### config.mk
export PLATFORM = sky130hd
export DESIGN_NAME = tmr_cmd_port
export DESIGN_NICKNAME = d
export VERILOG_FILES = /design/src/rtl/tmr_pkg.sv /design/src/rtl/tmr_cmd_decode.sv /design/src/rtl/tmr_chan_port.sv /design/src/rtl/tmr_cmd_port.sv
export SDC_FILE = /design/constraint.sdc
export NUM_CORES = 1
export LEC_CHECK = 0
export BUFFER_PORTS_ARGS = -buffer_cell sky130_fd_sc_hd__buf_4
export CAP_MARGIN = 25
export CORE_ASPECT_RATIO = 1.4
export CORE_MARGIN = 2
export CORE_UTILIZATION = 55
export DETAILED_ROUTE_END_ITERATION = 16
export PLACE_DENSITY = 0.77
export RECOVER_POWER = 100
export SLEW_MARGIN = 10
export SYNTH_ARGS = -nofsm -noshare
export SYNTH_HDL_FRONTEND = slang
export SYNTH_HIERARCHICAL = 1
export SYNTH_SLANG_ARGS = --single-unit
### constraint.sdc
create_clock -name clk -period 3.4 [get_ports clk]
set_clock_uncertainty 0.05 [all_clocks]
set_input_delay 0.51 -clock clk [delete_from_list [all_inputs] [get_ports clk]]
set_output_delay 0.51 -clock clk [all_outputs]
set_load 0.01 [all_outputs]
### src/rtl/tmr_pkg.sv
package tmr_pkg;
  localparam int NCH    = 3;
  localparam int BW     = 8;
  localparam int CW     = 2 * BW;
  localparam int ADDR_W = 2;
  localparam int MODE_W = 3;

  typedef enum logic [1:0] {
    ACC_LATCH = 2'b00,
    ACC_LO    = 2'b01,
    ACC_HI    = 2'b10,
    ACC_WORD  = 2'b11
  } acc_e;

  // Access code as reported in the status byte (high-only and low-only swap)
  function automatic logic [1:0] acc_to_rw(acc_e a);
    case (a)
      ACC_LO:   return 2'b10;
      ACC_HI:   return 2'b01;
      ACC_WORD: return 2'b11;
      default:  return 2'b00;
    endcase
  endfunction

  function automatic logic [BW-1:0] pack_status(logic pin, logic loaded, acc_e a,
                                                logic [MODE_W-1:0] mode, logic bcd);
    return {pin, loaded, acc_to_rw(a), mode, bcd};
  endfunction
endpackage

### src/rtl/tmr_cmd_decode.sv
module tmr_cmd_decode
  import tmr_pkg::*;
#(
  parameter int N = NCH
) (
  input  logic                 wr_en,
  input  logic                 rd_en,
  input  logic [ADDR_W-1:0]    addr,
  input  logic [BW-1:0]        wdata,
  output logic [N-1:0]         prog,
  output logic [N-1:0]         latch_cnt,
  output logic [N-1:0]         latch_sts,
  output logic [N-1:0]         dwr,
  output logic [N-1:0]         drd,
  output acc_e                 new_acc,
  output logic [MODE_W-1:0]    new_mode,
  output logic                 new_bcd
);
  localparam logic [3:0] NIB_RB_CNT = 4'b1101;
  localparam logic [3:0] NIB_RB_STS = 4'b1110;

  logic       is_cmd;
  logic [1:0] sel;
  logic       mode_ok;

  assign is_cmd   = wr_en && (addr == ADDR_W'(N));
  assign sel      = wdata[7:6];
  assign new_acc  = acc_e'(wdata[5:4]);
  assign new_mode = wdata[3:1];
  assign new_bcd  = wdata[0];
  assign mode_ok  = (wdata[3:2] != 2'b11);

  for (genvar i = 0; i < N; i++) begin : g_ch
    logic hit;
    assign hit          = is_cmd && (sel == 2'(i));
    assign prog[i]      = hit && (new_acc != ACC_LATCH) && mode_ok;
    assign latch_cnt[i] = (hit && new_acc == ACC_LATCH) ||
                          (is_cmd && wdata[7:4] == NIB_RB_CNT && wdata[i+1]);
    assign latch_sts[i] = is_cmd && wdata[7:4] == NIB_RB_STS && wdata[i+1];
    assign dwr[i]       = wr_en && (addr == ADDR_W'(i));
    assign drd[i]       = rd_en && (addr == ADDR_W'(i));
  end
endmodule

### src/rtl/tmr_chan_port.sv
module tmr_chan_port
  import tmr_pkg::*;
(
  input  logic              clk,
  input  logic              rst_n,
  input  logic              prog,
  input  acc_e              new_acc,
  input  logic [MODE_W-1:0] new_mode,
  input  logic              new_bcd,
  input  logic              latch_cnt,
  input  logic              latch_sts,
  input  logic              dwr,
  input  logic              drd,
  input  logic [BW-1:0]     wdata,
  input  logic [CW-1:0]     live,
  input  logic              pin_out,
  input  logic              loaded,
  output logic [BW-1:0]     rbyte,
  output logic              load_stb,
  output logic [CW-1:0]     load_val,
  output logic              cfg_stb,
  output logic [MODE_W-1:0] mode,
  output logic              bcd,
  output acc_e              acc
);
  logic          wr_hi, rd_hi;
  logic [BW-1:0] lo_hold;
  logic [CW-1:0] cnt_lat;
  logic          cnt_v;
  logic [BW-1:0] sts_lat;
  logic          sts_v;

  function automatic logic [BW-1:0] pick_byte(logic [CW-1:0] v, acc_e a, logic hi_next);
    if (a == ACC_HI || (a == ACC_WORD && hi_next)) return v[CW-1:BW];
    return v[BW-1:0];
  endfunction

  assign rbyte = sts_v ? sts_lat : pick_byte(cnt_v ? cnt_lat : live, acc, rd_hi);

  always_ff @(posedge clk) begin
    if (!rst_n) begin
      acc      <= ACC_WORD;
      mode     <= '0;
      bcd      <= 1'b0;
      wr_hi    <= 1'b0;
      rd_hi    <= 1'b0;
      lo_hold  <= '0;
      cnt_lat  <= '0;
      cnt_v    <= 1'b0;
      sts_lat  <= '0;
      sts_v    <= 1'b0;
      load_stb <= 1'b0;
      load_val <= '0;
      cfg_stb  <= 1'b0;
    end else begin
      load_stb <= 1'b0;
      cfg_stb  <= 1'b0;
      if (prog) begin
        acc     <= new_acc;
        mode    <= new_mode;
        bcd     <= new_bcd;
        wr_hi   <= 1'b0;
        rd_hi   <= 1'b0;
        cnt_v   <= 1'b0;
        sts_v   <= 1'b0;
        cfg_stb <= 1'b1;
      end
      if (latch_cnt && !cnt_v) begin
        cnt_lat <= live;
        cnt_v   <= 1'b1;
      end
      if (latch_sts && !sts_v) begin
        sts_lat <= pack_status(pin_out, loaded, acc, mode, bcd);
        sts_v   <= 1'b1;
      end
      if (dwr) begin
        case (acc)
          ACC_LO: begin
            load_stb <= 1'b1;
            load_val <= {{BW{1'b0}}, wdata};
          end
          ACC_HI: begin
            load_stb <= 1'b1;
            load_val <= {wdata, {BW{1'b0}}};
          end
          ACC_WORD: begin
            if (!wr_hi) begin
              lo_hold <= wdata;
              wr_hi   <= 1'b1;
            end else begin
              load_stb <= 1'b1;
              load_val <= {wdata, lo_hold};
              wr_hi    <= 1'b0;
            end
          end
          default: ;
        endcase
      end
      if (drd) begin
        if (sts_v) begin
          sts_v <= 1'b0;
        end else if (acc == ACC_WORD && !rd_hi) begin
          rd_hi <= 1'b1;
        end else begin
          rd_hi <= 1'b0;
          cnt_v <= 1'b0;
        end
      end
    end
  end
endmodule

### src/rtl/tmr_cmd_port.sv
module tmr_cmd_port
  import tmr_pkg::*;
(
  input  logic                     clk,
  input  logic                     rst_n,
  input  logic                     wr_en,
  input  logic                     rd_en,
  input  logic [ADDR_W-1:0]        addr,
  input  logic [BW-1:0]            wdata,
  output logic [BW-1:0]            rdata,
  input  logic [NCH*CW-1:0]        cnt_live,
  input  logic [NCH-1:0]           ch_out,
  input  logic [NCH-1:0]           ch_loaded,
  output logic [NCH-1:0]           load_stb,
  output logic [NCH*CW-1:0]        load_val,
  output logic [NCH-1:0]           cfg_stb,
  output logic [NCH*MODE_W-1:0]    cfg_mode,
  output logic [NCH-1:0]           cfg_bcd
);
  logic [NCH-1:0]    prog, latch_cnt, latch_sts, dwr, drd;
  acc_e              new_acc;
  logic [MODE_W-1:0] new_mode;
  logic              new_bcd;
  logic [BW-1:0]     rbyte [NCH];
  logic [2*NCH-1:0]  acc_q;

  tmr_cmd_decode #(.N(NCH)) dec_i (
    .wr_en(wr_en), .rd_en(rd_en), .addr(addr), .wdata(wdata),
    .prog(prog), .latch_cnt(latch_cnt), .latch_sts(latch_sts),
    .dwr(dwr), .drd(drd),
    .new_acc(new_acc), .new_mode(new_mode), .new_bcd(new_bcd)
  );

  for (genvar i = 0; i < NCH; i++) begin : g_ch
    acc_e acc_i;
    tmr_chan_port ch_i (
      .clk(clk), .rst_n(rst_n),
      .prog(prog[i]), .new_acc(new_acc), .new_mode(new_mode), .new_bcd(new_bcd),
      .latch_cnt(latch_cnt[i]), .latch_sts(latch_sts[i]),
      .dwr(dwr[i]), .drd(drd[i]), .wdata(wdata),
      .live(cnt_live[i*CW +: CW]), .pin_out(ch_out[i]), .loaded(ch_loaded[i]),
      .rbyte(rbyte[i]),
      .load_stb(load_stb[i]), .load_val(load_val[i*CW +: CW]),
      .cfg_stb(cfg_stb[i]),
      .mode(cfg_mode[i*MODE_W +: MODE_W]), .bcd(cfg_bcd[i]),
      .acc(acc_i)
    );
    assign acc_q[2*i +: 2] = acc_i;
  end

  always_comb begin
    rdata = '1;
    for (int i = 0; i < NCH; i++)
      if (addr == ADDR_W'(i)) rdata = rbyte[i];
  end
endmodule

Word-level counts from Yosys, hierarchy flattened
Cells that the tools add are included.
Storage, ports and cells
  flip-flop bits (word level): 180
  bits in latches: 0
  memory bits (writable): 0
  memory bits (read-only): 0
  input bits: 68
  output and inout port bits: 74
  word-level logic and storage cells: 222
  memories kept: 0
Cells by class
  add/sub/neg operators: 0
  multipliers: 0
  divide/modulo/power cells: 0
  order comparisons: 0
  equal/unequal tests: 20
  shift operators: 0
  mux-type cells: 87
  bitwise logic cells: 3
  reduce and logical (&&, ||, !) cells: 73
Operator list (number)
  one-hot mux 16 bit (3 select lines): 3
  two-way mux 16 bit: 6
  two-way mux 8 bit: 12
  two-way mux 1 bit: 60
  logical AND 1 bit: 39
  == test 2 bit, second input constant: 9
  one-hot mux 2 bit (3 select lines): 3
  AND reduction 3 bit: 6
  == test 2 x 1 -> 1 bit, second input constant: 5
  logical NOT 1 bit: 9
  nonzero test 3 bit: 3
  == test 4 bit, second input constant: 2
  logical NOT 2 bit: 3
  logical OR 1 bit: 6
  inequality test 2 x 1 -> 1 bit, second input constant: 3
  one-hot mux 1 bit (2 select lines): 3
  AND reduction 2 bit: 3
  OR reduction 2 bit: 3
  inverter 1 bit: 3
  inequality test 2 bit, second input constant: 1
  nonzero test 2 bit: 1

Depth between registers and ports, before layout
  depth in word-level cells: 10
  depth in mapped cells: 8
  depth with buffers taken out: 7

Modules after synthesis
Netlist, hierarchy kept.
Modules (own cells, without submodules)
  tmr_chan_port at g_ch[1].ch_i ...: instances 2, cells an instance 291, area an instance 2641.3 µm², seq. area each 1201.2 µm²
  tmr_chan_port at g_ch[0].ch_i: instances 1, cells an instance 291, area an instance 2678.8 µm², seq. area each 1201.2 µm²
  tmr_cmd_decode: instances 1, cells an instance 36, area an instance 239.0 µm², seq. area each 0.0 µm²
  tmr_cmd_port: instances 1, cells an instance 20, area an instance 191.4 µm², seq. area each 0.0 µm²

Worst setup path after synthesis
OpenSTA, ideal clock, no wires.
  path type: reg-to-output
  start: reg g_ch[1].ch_i.acc[0]
  end: out rdata[0]
  arrival: 2.234 ns
  data required time: 2.840 ns
  path slack: 0.606 ns
  cell stages (with the launch flop): 9
  buffers on the path: 1
  cell sequence: dfxtp_1 inv_1 ha_1 buf_4 a21oi_4 mux4_2 mux2_2 mux2_1 o22a_1
RTL lines
  from (decl): RTL line tmr_chan_port.sv:24  | output acc_e acc
  from (signal assigned): RTL line tmr_chan_port.sv:59  | acc <= new_acc;
  to (decl): RTL line tmr_cmd_port.sv:10  | output logic [BW-1:0] rdata,

==> results.txt <==
The run finished with clean final reports. The total power per unit cell area came out at 461 nW/um^2. The average instance in the mapped netlist occupies 9.03 um^2. The number of buffers on the longest clock path came out at 2.

CTS placed an instance of clkbuf_16 at the clock tree root. By area the synthesized netlist is led by dfxtp_1 (43%), a21oi_1 (9.5%), nand2_1 (6.6%). The post-layout utilization of the core came out at 64.8%. The flip-flop and latch count after synthesis came out at 180. The part of the total power dissipated in the clock network is 42.3%. The count of distinct cell types in the synthesized netlist came out at 45.

The number of global-route vias before repair came out at 6942. In the final layout, the multi-input gates occupy 4330 um^2. Once placement completed, the tool counted placed cells totaling 1195. The initial antenna violation count came out at 0.

The region available for standard cell placement spans 15000 um^2. The share of the synthesized area in the top cell type is 42.9%. dfxtp_1 takes more of the synthesized area than any other cell.

During I/O placement, the number of pins put on the boundary was 142. Using the TritonRoute via totals, the vias-per-cell ratio works out to 5.86. The number of pins with negative max-slew slack in the final report is 0. The async set or reset register ratio after synthesis came out at 0%. Setup repair after global routing left no endpoint under its margin.

The total number of clock tree sinks came out at 180. The total of endpoints with negative setup slack in the final report came out at 0. The ratio of final minimum period to clock period is 96.4%.

The total of fill cells in the finished design came out at 1332. The global routing usage on met2 is 46.4%. The residual overflow from global routing came out at 0. For this run, the leading register cell type out of synthesis is dfxtp_1. The remaining number of nets flagged by the antenna check after routing is 0.

The clock-pin slew reported for the worst setup and hold paths after clock tree synthesis is 70 ps. The tightest min-delay check is of the in2reg type. The number of standard cells in the layout, taps in and fillers out is 1232. The post-route DRC violation count is 0.

The data required time at the worst endpoint is 2840 ps. After routing the design area is 9720 um^2. The switching power as a share of total power came out at 24.7%.

The pin count of the biggest net entering global routing came out at 56. The final count of hold timing violations was 0. Across the run, the number of max-cap violations was 0. Once the floorplan was initialized, standard cells occupied 56.0% of the core. The switching power of the nets came out at 1.11 mW.

The number of placement rows came out at 53. The routed wirelength normalized by instance count is 17.7 um. When the netlist entered floorplanning its net count stood at 1011.

The total negative slack came out at 0 ps. The largest driver fanout on the critical path is 4. The number of buffers inserted during clock tree synthesis came out at 17. Across every metal layer, demand over resource in global routing totals 26.6%.

The layout overhead on the synthesized area is 15.8%. The number of synthesis warnings is 6. The leakage power is 3.50 nW. The worst setup path is launched from a register. The overall via count from detail_route is 7218. The width of the chip is 108 um.

The floorplan die area came out at 16300 um^2. The die boundary height came out at 150 um. The first detailed-routing pass took 5 iterations.

The layer flagged by global routing as most heavily used is met2. The data arrival time at the worst-slack endpoint came out at 2720 ps. The headroom to the max-slew limit is 22.6%. Registers are responsible for 48.1% of the overall power.

The global routing usage on met3 is 4.46%. The final weighted congestion in routability-driven placement is 0.842. For the pin with the worst max-slew slack, the measured transition is 1150 ps. The final-stage net count is 1109. The critical path is of the reg2out type.

The post-synthesis instance total is 929. Cells with a size suffix above 1 make up 16.8% of the layout. Input and output buffers added on the ports amount to 141. The cell area that synthesis handed to floorplanning was 8390 um^2.

The minimum setup slack after placement is 491 ps. The H-tree depth reported by CTS came out at 4. The top achievable clock speed came out at 0.305 GHz.

TritonCTS built the clock tree. The area taken by flip-flops and latches is 3610 um^2. Combinational logic is responsible for 9.5% of the overall power. Global routing consumed, on the met1 layer, 32.0% of the routing resources. The worst path meets setup with 122 ps of slack.

The placed standard-cell area came out at 9410 um^2. The wire length of the first global-routing pass came out at 34100 um. The total internal power came out at 3.37 mW. The first-iteration detailed-routing DRC count came out at 411.

Summing the sequential cell areas from Yosys gives 42.9% of the chip area. The final wirelength is 21800 um. The count of antenna diodes in the layout is 0. The endpoint class of the critical path is an output pin. The number of enable-type register cells in the synthesized netlist is 0. The HPWL after detailed placement came out at 14700 um. The largest voltage drop on the vdd net came out at 0.317 mV. The hold buffer count at cts is 0. The clock latency on the worst-skew pair is 420 ps. The final period demand of the worst path is 3280 ps.
[cells in the mapped netlist, drive strengths merged, types with 3 or more instances]
master and count:
buf 47, inv 13, nand3 3, or3b 3, dfxtp 180, o22a 8, mux2 32, a211oi 26
nand4 25, and3b 3, or3 5, mux2i 36, o21ai 30, ha 14, nor2b 14, nor3 7
o211ai 6, mux4 24, nand2b 21, nor3b 26, nand3b 7, clkbuf 34, nor2 43, nand2 148
and2 3, a21oi 162
[critical path: stages, from the launching register on]
cell and delay, ps:
dfxtp_2 360, inv_1 90, ha_2 220, a21oi_4 170, mux4_2 520, mux2_2 290, mux2_1 300, o22a_1 210
clkbuf_4 160
[layout by cell type (no fill, tap or decap), types with 21 or more instances in the layout]
cell type | synthesis | layout
nor3b_1 | 26 | 26
nand2b_1 | 21 | 21
nand2_1 | 148 | 148
a21oi_1 | 159 | 159
dfxtp_1 | 180 | 176
nand4_1 | 25 | 25
mux2_2 | 24 | 24
buf_4 | 13 | 84
a211oi_1 | 25 | 26
mux2i_1 | 36 | 36
nor2_1 | 41 | 42
clkbuf_1 | 30 | 76
o21ai_0 | 30 | 30
[cell type report]
type	instances	share of cell area [%]
Multi-Input combinational cell	655	44.6
Tap cell	192	2.47
Sequential cell	180	37.1
Clock inverter	12	1.24
Timing Repair Buffer	160	9.48
Clock buffer	20	4.60
Inverter	13	0.502
[flip-flops by register name (all words and copies together), names as in the netlist]
signal,count
g_ch.ch_i/acc,6
g_ch.ch_i/bcd,3
g_ch.ch_i/cfg_stb,3
g_ch.ch_i/cnt_lat,48
g_ch.ch_i/cnt_v,3
g_ch.ch_i/lo_hold,24
g_ch.ch_i/load_stb,3
g_ch.ch_i/load_val,48
g_ch.ch_i/mode,9
g_ch.ch_i/rd_hi,3
g_ch.ch_i/sts_lat,24
g_ch.ch_i/sts_v,3
g_ch.ch_i/wr_hi,3
[path summary, 6_finish.rpt]
path / startpoint / endpoint / slack, ps / cells past startpoint
worst max-delay path: g_ch[0].ch_i/acc[0] / rdata[0] / 120 / 8
worst min-delay path: cnt_live[6] / g_ch[0].ch_i/cnt_lat[6] / 290 / 3
worst max register to register: g_ch[2].ch_i/acc[1] / g_ch[2].ch_i/load_val[2] / 670 / 5
worst min register to register: g_ch[1].ch_i/cnt_lat[7] / g_ch[1].ch_i/cnt_lat[7] / 400 / 2
[power groups by stage]
| stage | registers (mW) | logic [mW] | clock network, mW |
|---|---|---|---|
| 2_1_floorplan | 2.20 | 0.253 | 0 |
| 3_3_place_gp | 2.20 | 0.422 | 0 |
| 3_5_place_dp | 2.20 | 0.427 | 0 |
| 4_1_cts | 2.16 | 0.431 | 1.92 |
| 5_1_grt | 2.16 | 0.457 | 1.99 |
| 6_report | 2.16 | 0.428 | 1.90 |
[repair_timing]
item	4_1_cts	5_1_grt
gates resized for setup	0	5
endpoints found under the hold margin	0	0
setup buffers	0	5
endpoints found under the setup margin	0	8
[layer usage]
layer  share of wire (%)  routed length, um  vias up
met3                 5.6               1220       46
met4                 3.0                646        0
met2                  51              11100      242
li1                    -                  -     3468
met5                   0                  0        -
met1                  41               8870     3462
[logic make-up after synthesis]
kind of cell / count (synthesis) / synth area share, %
AND/OR/NAND/NOR: 314 / 18.3
AO/OA/AOI/OAI: 235 / 16.0
flip-flops: 180 / 42.9
buffers and inverters: 94 / 5.31
multiplexers: 92 / 15.3
adder cells (fa/ha/maj): 14 / 2.09
[metrics by stage]
step                total power, mW  hold WS, ps
floorplan                      2.45          378
global placement               2.63          386
finish                         4.48          294
CTS                            4.51          285
global route                   4.61          289
detailed placement             2.63          394
Note: power is estimated with default switching activity, not from simulation.
